### config.mk
export PLATFORM = sky130hd
export DESIGN_NAME = pwm_fault_ctl
export DESIGN_NICKNAME = d
export VERILOG_FILES = /design/src/rtl/pwm_fault_ctl.sv
export SDC_FILE = /design/constraint.sdc
export NUM_CORES = 1
export LEC_CHECK = 0
export CORE_AREA = 5 5 42 44
export CTS_CLUSTER_DIAMETER = 60
export CTS_CLUSTER_SIZE = 10
export DETAILED_ROUTE_END_ITERATION = 7
export DIE_AREA = 0 0 47 49
export GPL_TIMING_DRIVEN = 0
export PLACE_DENSITY_LB_ADDON = 0.3
export SKIP_LAST_GASP = 1
export SLEW_MARGIN = 15
export SYNTH_ARGS = -nofsm -noshare
export SYNTH_HDL_FRONTEND = slang
export SYNTH_SLANG_ARGS = --single-unit
### constraint.sdc
create_clock -name clk -period 1.4 [get_ports clk]
set_clock_uncertainty 0.1 [all_clocks]
set_input_delay 0.28 -clock clk [delete_from_list [all_inputs] [get_ports clk]]
set_output_delay 0.28 -clock clk [all_outputs]
set_load 0.01 [all_outputs]
### src/rtl/pwm_fault_ctl.sv
module pwm_fault_ctl #(
  parameter int N_OUT = 4,
  parameter int SYNC_STAGES = 2
) (
  input  logic             clk,
  input  logic             rst_n,
  input  logic [N_OUT-1:0] pwm_in,
  input  logic [N_OUT-1:0] safe_lvl,
  input  logic             flt_n,
  input  logic             latch_mode,
  input  logic             flag_clr,
  input  logic             sw_fault,
  input  logic             cyc_bnd,
  input  logic             half_bnd,
  input  logic             sleep,
  output logic [N_OUT-1:0] pwm_out,
  output logic             flt_flag,
  output logic             wake_req
);

  logic [SYNC_STAGES-1:0] sync_q;
  logic                   pin_prev;
  logic                   ovr_q;

  wire pin_lo    = ~sync_q[SYNC_STAGES-1];
  wire pin_fall  = pin_prev & pin_lo;
  wire fault_now = pin_lo | sw_fault;
  wire boundary  = cyc_bnd | half_bnd;
  wire rel_ok    = latch_mode ? ~flt_flag : 1'b1;

  always_ff @(posedge clk or negedge rst_n)
    if (!rst_n) begin
      sync_q   <= '1;
      pin_prev <= 1'b1;
    end else begin
      sync_q   <= {sync_q[SYNC_STAGES-2:0], flt_n};
      pin_prev <= sync_q[SYNC_STAGES-1];
    end

  always_ff @(posedge clk or negedge rst_n)
    if (!rst_n)                       ovr_q <= 1'b0;
    else if (fault_now)               ovr_q <= 1'b1;
    else if (ovr_q && rel_ok && boundary) ovr_q <= 1'b0;

  always_ff @(posedge clk or negedge rst_n)
    if (!rst_n)         flt_flag <= 1'b0;
    else if (pin_fall)  flt_flag <= 1'b1;
    else if (flag_clr)  flt_flag <= 1'b0;

  always_ff @(posedge clk or negedge rst_n)
    if (!rst_n)                  wake_req <= 1'b0;
    else if (!sleep)             wake_req <= 1'b0;
    else if (pin_fall)           wake_req <= 1'b1;

  assign pwm_out = (ovr_q | fault_now) ? safe_lvl : pwm_in;

endmodule


==> flow_summary.html, run 1 <==
<table>
<tr><th>Metric</th><th>Value</th></tr>
<tr><th colspan="2">Cells and area</th></tr>
<tr><td>Final standard cell count with taps included and fillers excluded</td><td>64</td></tr>
<tr><td>Commonest non-fill, non-tap cell in the layout</td><td>sky130_fd_sc_hd__clkdlybuf4s50_1</td></tr>
<tr><td>Commonest non-fill, non-tap cells in the layout</td><td>sky130_fd_sc_hd__clkdlybuf4s50_1, sky130_fd_sc_hd__mux2_4, sky130_fd_sc_hd__buf_6, sky130_fd_sc_hd__buf_4</td></tr>
<tr><td>Area grow syn2layout</td><td>118%</td></tr>
<tr><td>Number of diodes</td><td>0</td></tr>
<tr><td>Ratio of cells with drive above 1 in the final layout</td><td>a little over two fifths</td></tr>
<tr><td>Final layout net count</td><td>66</td></tr>
<tr><td>Final standard cell area without fillers</td><td>between 500 and 600 µm²</td></tr>
<tr><th colspan="2">Die</th></tr>
<tr><td>Ports placed on the boundary</td><td>23</td></tr>
<tr><td>Die Ht</td><td>49 µm</td></tr>
<tr><td>Horiz. Die Dim</td><td>around 47 µm</td></tr>
<tr><td>Area of the core region</td><td>between 1000 and 1500 µm²</td></tr>
<tr><td>Die area</td><td>approximately 2300 µm²</td></tr>
<tr><td>Row cnt</td><td>14</td></tr>
<tr><td>Starting Density</td><td>around a fifth</td></tr>
<tr><th colspan="2">Drt</th></tr>
<tr><td>Average routed wire per standard cell</td><td>12.9 µm</td></tr>
<tr><td>Initial drt markers</td><td>0</td></tr>
<tr><td>Number of routed nets with antenna violations</td><td>0</td></tr>
<tr><td>Post-route DRC</td><td>0</td></tr>
<tr><td>Total number of vias</td><td>~260</td></tr>
<tr><td>Number of iterations in the first detailed-routing pass</td><td>1</td></tr>
<tr><td>Final Routed Wirelength</td><td>824 µm</td></tr>
<tr><td>Detail-routed via count per cell</td><td>approximately 4.1</td></tr>
<tr><th colspan="2">Status</th></tr>
<tr><td>Outcome</td><td>finished, violations left</td></tr>
<tr><td>Violated checks</td><td>negative setup slack</td></tr>
<tr><th colspan="2">Global route</th></tr>
<tr><td>Initial antenna violation count</td><td>0</td></tr>
<tr><td>Pin count of the biggest net entering global routing</td><td>7</td></tr>
<tr><td>Total global-route track usage</td><td>a little under 8%</td></tr>
<tr><td>Via count of the first global-routing pass</td><td>286</td></tr>
<tr><td>Wire length of the first global-routing pass</td><td>1.27 mm</td></tr>
<tr><td>GR Overflow Total</td><td>0</td></tr>
<tr><th colspan="2">Yosys</th></tr>
<tr><td>Netlist area before placement</td><td>between 200 and 300 µm²</td></tr>
<tr><td>Most area-consuming cells after synthesis</td><td>sky130_fd_sc_hd__dfstp_2, sky130_fd_sc_hd__dfrtp_1, sky130_fd_sc_hd__mux2_2</td></tr>
<tr><td>Area fraction in and, or, nand and nor cells after synthesis</td><td>under 10%</td></tr>
<tr><td>Number of instances in the synthesized netlist</td><td>18</td></tr>
<tr><td>Xor/xnor cell area share of the yosys netlist</td><td>0%</td></tr>
<tr><td>Yosys top cell by area</td><td>sky130_fd_sc_hd__dfstp_2</td></tr>
<tr><td>Syn_area_per_cell</td><td>roughly 15 µm²</td></tr>
<tr><td>Complex-gate fraction of the synthesized area</td><td>12.7%</td></tr>
<tr><td>Portion of the post-synthesis area used by sequential elements</td><td>roughly 58%</td></tr>
<tr><td>Combinational family with the most area after synthesis</td><td>multiplexers</td></tr>
<tr><td>Top-area cell type share of the netlist area</td><td>between 20% and 30%</td></tr>
<tr><td>Yosys Warn Count</td><td>0</td></tr>
<tr><td>Portion of netlist area occupied by mux cells</td><td>approximately 17%</td></tr>
<tr><td>Post-synthesis share of cell area spent on full adders, half adders and majority gates</td><td>0%</td></tr>
<tr><td>Count of different cell masters after synthesis</td><td>10</td></tr>
<tr><td>Post-Syn Nets</td><td>35</td></tr>
<tr><td>Number of register bits inferred by synthesis</td><td>6</td></tr>
<tr><th colspan="2">Worst setup path</th></tr>
<tr><td>CP top delay family</td><td>buffers and inverters</td></tr>
<tr><td>Setup slack, reg-to-reg</td><td>about 200 ps</td></tr>
<tr><td>Critical path buffers and inverters</td><td>3</td></tr>
<tr><td>Length in cells of the worst reg-to-reg path</td><td>3</td></tr>
<tr><td>Crit Reg-Reg Startpoint</td><td>sync_q[1]</td></tr>
<tr><td>Reg2Reg Capture Point</td><td>wake_req</td></tr>
<tr><td>CP Capture Type</td><td>primary output</td></tr>
<tr><td>Delay of the slowest cell on the worst path</td><td>460 ps</td></tr>
<tr><td>Required time worst endpoint</td><td>about 1000 ps</td></tr>
<tr><td>Data arrival time of the critical path</td><td>1570 ps</td></tr>
<tr><td>Maximum fanout along the worst path</td><td>3</td></tr>
<tr><td>Critical path startpoint category</td><td>input pin</td></tr>
<tr><td>Cells traversed along the worst timing path</td><td>clkdlybuf4s50_1, nor3b_4, buf_4, mux2_4, buf_6</td></tr>
<tr><td>WS Path Type</td><td>in2out</td></tr>
<tr><td>Slowest stage cell, crit path</td><td>sky130_fd_sc_hd__clkdlybuf4s50_1</td></tr>
<tr><th colspan="2">Flow run</th></tr>
<tr><td>Max-cap violations</td><td>0</td></tr>
<tr><th colspan="2">STA</th></tr>
<tr><td>Max-slew headroom</td><td>between 80% and 90%</td></tr>
<tr><td>Final setup margin</td><td>-546 ps</td></tr>
<tr><td>Maximum clock frequency</td><td>roughly 0.51 GHz</td></tr>
<tr><td>Pins over their slew limit</td><td>0</td></tr>
<tr><td>RSZ-0062 raised after global routing</td><td>true</td></tr>
<tr><td>Period Utilization, post-route</td><td>139%</td></tr>
<tr><td>Setup violators final</td><td>4</td></tr>
<tr><td>Slew at the pin with the worst max-slew slack</td><td>between 200 and 300 ps</td></tr>
<tr><td>Setup TNS</td><td>-2140 ps</td></tr>
<tr><td>Final Hold Vio Count</td><td>0</td></tr>
<tr><td>Final min period</td><td>between 1500 and 2000 ps</td></tr>
<tr><th colspan="2">Clock tree</th></tr>
<tr><td>H-tree depth reported by CTS</td><td>1</td></tr>
<tr><td>Clock tree buffer depth</td><td>2</td></tr>
<tr><td>Clock input transition at the sequential cells of the worst setup and hold paths</td><td>approximately 50 ps</td></tr>
<tr><td>Clock network latency to the later pin of the worst-skew pair</td><td>approximately 250 ps</td></tr>
<tr><td>Clock sinks</td><td>6</td></tr>
<tr><td>Library cell used as clock root buffer</td><td>sky130_fd_sc_hd__clkbuf_4</td></tr>
<tr><td>Number of hold-repair buffers added at the cts stage</td><td>0</td></tr>
<tr><td>CTS tree</td><td>done</td></tr>
<tr><td>Number of buffers created by CTS</td><td>3</td></tr>
<tr><th colspan="2">Placed design</th></tr>
<tr><td>Worst slack, placed</td><td>-885 ps</td></tr>
<tr><td>Cell count after placement</td><td>between 50 and 60</td></tr>
<tr><td>Global placement routability congestion</td><td>~0.67</td></tr>
<tr><td>Count of input and output buffers</td><td>22</td></tr>
<tr><td>Post-Place Cell Area</td><td>507 µm²</td></tr>
<tr><td>Detailed-placement wirelength estimate</td><td>606 µm</td></tr>
<tr><th colspan="2">Min path</th></tr>
<tr><td>Class of the worst hold path</td><td>in2async</td></tr>
<tr><th colspan="2">Pwr</th></tr>
<tr><td>Total power per unit cell area</td><td>between 800 and 900 nW/µm²</td></tr>
<tr><td>Peak VDD IR</td><td>approximately 0.40 mV</td></tr>
<tr><td>Static leakage power</td><td>about 0.27 nW</td></tr>
</table>
cells by family after synthesis:
| logic type | after synthesis |
|---|---|
| and+or+nand+nor | 2 |
| AOI/OAI and AO/OA | 4 |
| DFF | 6 |
| muxes | 4 |
| buffers and inverters | 2 |
registers in the layout, summed over array words and instances (netlist names):
register / cells
wake_req: 1
flt_flag: 1
pin_prev: 1
sync_q: 2
ovr_q: 1
synth_stat cells:
cell type,number
sky130_fd_sc_hd__inv_1,2
sky130_fd_sc_hd__and2b_1,1
sky130_fd_sc_hd__nor3b_4,1
sky130_fd_sc_hd__o21a_1,1
sky130_fd_sc_hd__dfrtp_1,3
sky130_fd_sc_hd__o2bb2ai_1,1
sky130_fd_sc_hd__a21o_1,1
sky130_fd_sc_hd__a211o_2,1
sky130_fd_sc_hd__dfstp_2,3
sky130_fd_sc_hd__mux2_2,4
power by group:
group	internal, mW	leakage (nW)	switching (mW)
Sequential	0.188	0.0666	0.00685
Combinational	0.0791	0.186	0.0315
Clock	0.108	0.0150	0.0636
Total	0.375	0.268	0.102
cell type report:
class,count,area (µm²)
clock buffers,4,26.3
fillers,136,821
inverters,2,7.51
multi-input cells,10,120
flip-flops and latches,6,154
well taps,16,20.0
repair buffers,26,253
metrics by stage:
step | total power [mW] | util (%) | hold slack (ps)
after floorplan | 0.223 | - | -116
after global placement | 0.296 | 36.2 | 246
after detailed placement | 0.299 | 36.2 | 248
after CTS | 0.488 | 41.4 | 165
after global routing | 0.502 | 41.4 | 183
final | 0.477 | 41.4 | 166
layer usage:
| layer | up-vias | global-route usage [%] | part of all wire, % | wire length (µm) |
|---|---|---|---|---|
| li1 | 123 | - | - | - |
| met3 | 0 | 6.64 | 21 | 175 |
| met2 | 23 | 11.1 | 40 | 332 |
| met1 | 115 | 7.61 | 38 | 317 |
| met5 | - | 0 | 0 | 0 |
| met4 | 0 | 4.15 | 0 | 0 |
how the worst max path moves through the flow:
stage | startpoint | endpoint | depth (start not counted)
floorplan | sync_q[1] | pwm_out[0] | 2
global placement | sw_fault | pwm_out[2] | 4
detailed placement | sw_fault | pwm_out[1] | 4
CTS | sync_q[1] | pwm_out[1] | 4
global route | sync_q[1] | pwm_out[1] | 4
finish | sw_fault | pwm_out[1] | 5
worst register-to-register path: stages (launching register included):
cell and delay (ps):
sky130_fd_sc_hd__dfstp_2 520, sky130_fd_sc_hd__buf_4 110, sky130_fd_sc_hd__and2b_1 190, sky130_fd_sc_hd__o21a_1 170
repair_timing:
item                                    CTS  global route
endpoints found under the setup margin    6             4
pin swaps                                 1             0
buffers inserted                          4             0
gates resized for setup                  26             0
(Power assumes the default switching activity.)
==> run 2, diff against run 1 <==
--- a/config.mk
+++ b/config.mk
@@ -11,7 +11,6 @@
 export DETAILED_ROUTE_END_ITERATION = 7
 export DIE_AREA = 0 0 47 49
 export GPL_TIMING_DRIVEN = 0
-export PLACE_DENSITY_LB_ADDON = 0.3
 export SKIP_LAST_GASP = 1
 export SLEW_MARGIN = 15
 export SYNTH_ARGS = -nofsm -noshare
==> run 2 against run 1 <==
  * The run still ends with negative setup slack left
  * Sequential power about the same
  * Non-clock buffer count unchanged
  * Maximum frequency rose by 0.99%
  * First-iteration DRC count stayed put
  * Highest routed layer unchanged
  * Sequential cell count is the same
  * Via count is 0.38% lower
  * Global-route usage down 0.93 points
  * Utilization up 0.27 points
  * Largest power group unchanged
  * Clock power is essentially flat
  * Wire length down 3.0%
  * Critical path depth did not move
==> flow_summary.html, run 2 (same netlist as run 1, synthesis figures left out) <==
<table>
<tr><th>Metric</th><th>Value</th></tr>
<tr><th colspan="2">Pwr</th></tr>
<tr><td>Peak VDD IR</td><td>0.331 mV (-18%)</td></tr>
<tr><td>Static leakage power</td><td>0.268 nW (+0.28%)</td></tr>
<tr><td>Total power per unit cell area</td><td>820 nW/µm² (-0.15%)</td></tr>
<tr><th colspan="2">Cells and area</th></tr>
<tr><td>Commonest non-fill, non-tap cells in the layout</td><td>sky130_fd_sc_hd__clkdlybuf4s50_1, sky130_fd_sc_hd__buf_6, sky130_fd_sc_hd__mux2_4</td></tr>
<tr><td>Final standard cell area without fillers</td><td>584 µm² (+0.65%)</td></tr>
<tr><td>Final standard cell count with taps included and fillers excluded</td><td>64 (unchanged)</td></tr>
<tr><td>Ratio of cells with drive above 1 in the final layout</td><td>41.7% (unchanged)</td></tr>
<tr><td>Number of diodes</td><td>0 (unchanged)</td></tr>
<tr><td>Commonest non-fill, non-tap cell in the layout</td><td>sky130_fd_sc_hd__clkdlybuf4s50_1</td></tr>
<tr><td>Flip-flop count of the largest register, all copies and words added</td><td>2 (unchanged)</td></tr>
<tr><td>Area grow syn2layout</td><td>119%</td></tr>
<tr><td>Final layout net count</td><td>66 (unchanged)</td></tr>
<tr><td>Largest reg by FF count</td><td>sync_q</td></tr>
<tr><th colspan="2">STA</th></tr>
<tr><td>Pins over their slew limit</td><td>0 (unchanged)</td></tr>
<tr><td>Maximum clock frequency</td><td>0.519 GHz (+0.99%)</td></tr>
<tr><td>Final min period</td><td>1930 ps (-19.0 ps)</td></tr>
<tr><td>Max-slew headroom</td><td>81.6% (-1.1 points)</td></tr>
<tr><td>Final Hold Vio Count</td><td>0 (unchanged)</td></tr>
<tr><td>Final setup margin</td><td>-527 ps (+19.0 ps)</td></tr>
<tr><td>Slew at the pin with the worst max-slew slack</td><td>276 ps (+16.7 ps)</td></tr>
<tr><td>Setup violators final</td><td>4 (unchanged)</td></tr>
<tr><td>RSZ-0062 raised after global routing</td><td>true</td></tr>
<tr><td>Period Utilization, post-route</td><td>138% (-1.4 points)</td></tr>
<tr><th colspan="2">Drt</th></tr>
<tr><td>Initial drt markers</td><td>0 (unchanged)</td></tr>
<tr><td>Final Routed Wirelength</td><td>799 µm (-3.0%)</td></tr>
<tr><td>Average routed wire per standard cell</td><td>12.5 µm (-3.0%)</td></tr>
<tr><td>Post-route DRC</td><td>0 (unchanged)</td></tr>
<tr><td>Detail-routed via count per cell</td><td>4.06 (-0.38%)</td></tr>
<tr><td>Number of routed nets with antenna violations</td><td>0 (unchanged)</td></tr>
<tr><td>Number of iterations in the first detailed-routing pass</td><td>1 (unchanged)</td></tr>
<tr><td>Total number of vias</td><td>260 (-0.38%)</td></tr>
<tr><th colspan="2">Worst setup path</th></tr>
<tr><td>Setup slack, reg-to-reg</td><td>210 ps (about the same)</td></tr>
<tr><td>CP top delay family</td><td>buffers and inverters</td></tr>
<tr><td>WS Path Type</td><td>in2out</td></tr>
<tr><td>Cells traversed along the worst timing path</td><td>clkdlybuf4s50_1, nor3b_4, buf_4, mux2_4, buf_6</td></tr>
<tr><td>Length in cells of the worst reg-to-reg path</td><td>3 (unchanged)</td></tr>
<tr><td>Slowest stage cell, crit path</td><td>sky130_fd_sc_hd__clkdlybuf4s50_1</td></tr>
<tr><td>Data arrival time of the critical path</td><td>1550 ps (-20 ps)</td></tr>
<tr><td>Delay of the slowest cell on the worst path</td><td>460 ps (about the same)</td></tr>
<tr><td>Critical path buffers and inverters</td><td>3 (unchanged)</td></tr>
<tr><td>Maximum fanout along the worst path</td><td>3 (unchanged)</td></tr>
<tr><td>Reg2Reg Capture Point</td><td>wake_req</td></tr>
<tr><td>Critical path startpoint category</td><td>input pin</td></tr>
<tr><td>CP Capture Type</td><td>primary output</td></tr>
<tr><td>Required time worst endpoint</td><td>1020 ps (about the same)</td></tr>
<tr><td>Crit Reg-Reg Startpoint</td><td>sync_q[1]</td></tr>
<tr><th colspan="2">Clock tree</th></tr>
<tr><td>Clock tree buffer depth</td><td>2 (unchanged)</td></tr>
<tr><td>CTS tree</td><td>done</td></tr>
<tr><td>Clock input transition at the sequential cells of the worst setup and hold paths</td><td>50 ps (about the same)</td></tr>
<tr><td>Number of buffers created by CTS</td><td>3 (unchanged)</td></tr>
<tr><td>Clock sinks</td><td>6 (unchanged)</td></tr>
<tr><td>Library cell used as clock root buffer</td><td>sky130_fd_sc_hd__clkbuf_4</td></tr>
<tr><td>Clock network latency to the later pin of the worst-skew pair</td><td>240 ps (about the same)</td></tr>
<tr><td>H-tree depth reported by CTS</td><td>1 (unchanged)</td></tr>
<tr><th colspan="2">Global route</th></tr>
<tr><td>Total global-route track usage</td><td>6.86% (-0.93 points)</td></tr>
<tr><td>Wire length of the first global-routing pass</td><td>1.12 mm (-11%)</td></tr>
<tr><td>GR Overflow Total</td><td>0 (unchanged)</td></tr>
<tr><td>Pin count of the biggest net entering global routing</td><td>7 (unchanged)</td></tr>
<tr><td>Via count of the first global-routing pass</td><td>304 (+6.3%)</td></tr>
<tr><td>Initial antenna violation count</td><td>0 (unchanged)</td></tr>
<tr><th colspan="2">Die</th></tr>
<tr><td>Die Ht</td><td>49 µm (unchanged)</td></tr>
<tr><td>Ports placed on the boundary</td><td>23 (unchanged)</td></tr>
<tr><td>Starting Density</td><td>19.0% (unchanged)</td></tr>
<tr><td>Die area</td><td>2300 µm² (unchanged)</td></tr>
<tr><td>Row cnt</td><td>14 (unchanged)</td></tr>
<tr><td>Horiz. Die Dim</td><td>47 µm (unchanged)</td></tr>
<tr><td>Area of the core region</td><td>1400 µm² (unchanged)</td></tr>
<tr><th colspan="2">Placed design</th></tr>
<tr><td>Global placement routability congestion</td><td>0.661 (-1.3%)</td></tr>
<tr><td>Post-Place Cell Area</td><td>507 µm² (unchanged)</td></tr>
<tr><td>Count of input and output buffers</td><td>22 (unchanged)</td></tr>
<tr><td>Detailed-placement wirelength estimate</td><td>578 µm (-4.5%)</td></tr>
<tr><td>Cell count after placement</td><td>56 (unchanged)</td></tr>
<tr><th colspan="2">Min path</th></tr>
<tr><td>Class of the worst hold path</td><td>in2async</td></tr>
<tr><th colspan="2">Status</th></tr>
<tr><td>Outcome</td><td>finished, violations left</td></tr>
<tr><td>Violated checks</td><td>negative setup slack</td></tr>
<tr><th colspan="2">Flow run</th></tr>
<tr><td>Max-cap violations</td><td>0 (unchanged)</td></tr>
</table>
[run 2: cell counts in the layout (fill, tap and decap cells not counted)]
No cell type changed its count.
[run 2: power breakdown]
part	switching (mW)	internal, mW
logic	0.0317	0.0795
clock network	0.0659	0.108
registers	0.00622	0.188
[run 2: how the worst max path moves through the flow]
stage              start          to  slack, ps  cells after the start
2_1_floorplan  sync_q[1]  pwm_out[0]       -120                      2
3_3_place_gp    sw_fault  pwm_out[3]       -880                      4
3_5_place_dp    sw_fault  pwm_out[1]       -890                      4
4_1_cts        sync_q[1]  pwm_out[2]       -550                      4
5_1_grt        sync_q[1]  pwm_out[2]       -590                      4
6_report        sw_fault  pwm_out[2]       -530                      5
[run 2: cell type report]
| class | count | area, µm² |
|---|---|---|
| Fill cell | 153 | 817 |
| Timing Repair Buffer | 26 | 256 |
| Sequential cell | 6 | 154 |
| Multi-Input combinational cell | 10 | 120 |
| Clock buffer | 4 | 26.3 |
| Tap cell | 16 | 20.0 |
| Inverter | 2 | 7.51 |
[run 2: per-stage QoR]
stage	setup TNS [ps]	utilization [%]	power (mW)	worst slack (ps)	hold slack, ps
floorplan	-499	-	0.223	-125	-116
global placement	-3520	36.2	0.297	-883	245
detailed placement	-3540	36.2	0.298	-891	247
CTS	-2170	41.7	0.489	-549	173
global route	-2310	41.7	0.495	-590	188
finish	-2070	41.7	0.479	-527	171
[run 2: timing repair]
item                       CTS  global route
hold buffers                 0             0
setup endpoints to repair    6             4
buffers inserted             4             0
resized for setup           27             0
pin swaps                    1             0
[run 2: metal layers]
| layer | vias up | track usage, % | wire length (µm) |
|---|---|---|---|
| li1 | 122 | - | - |
| met1 | 115 | 6.92 | 292 |
| met2 | 23 | 11.1 | 354 |
| met3 | 0 | 2.95 | 152 |
| met4 | 0 | 4.15 | 0 |
| met5 | - | 0 | 0 |
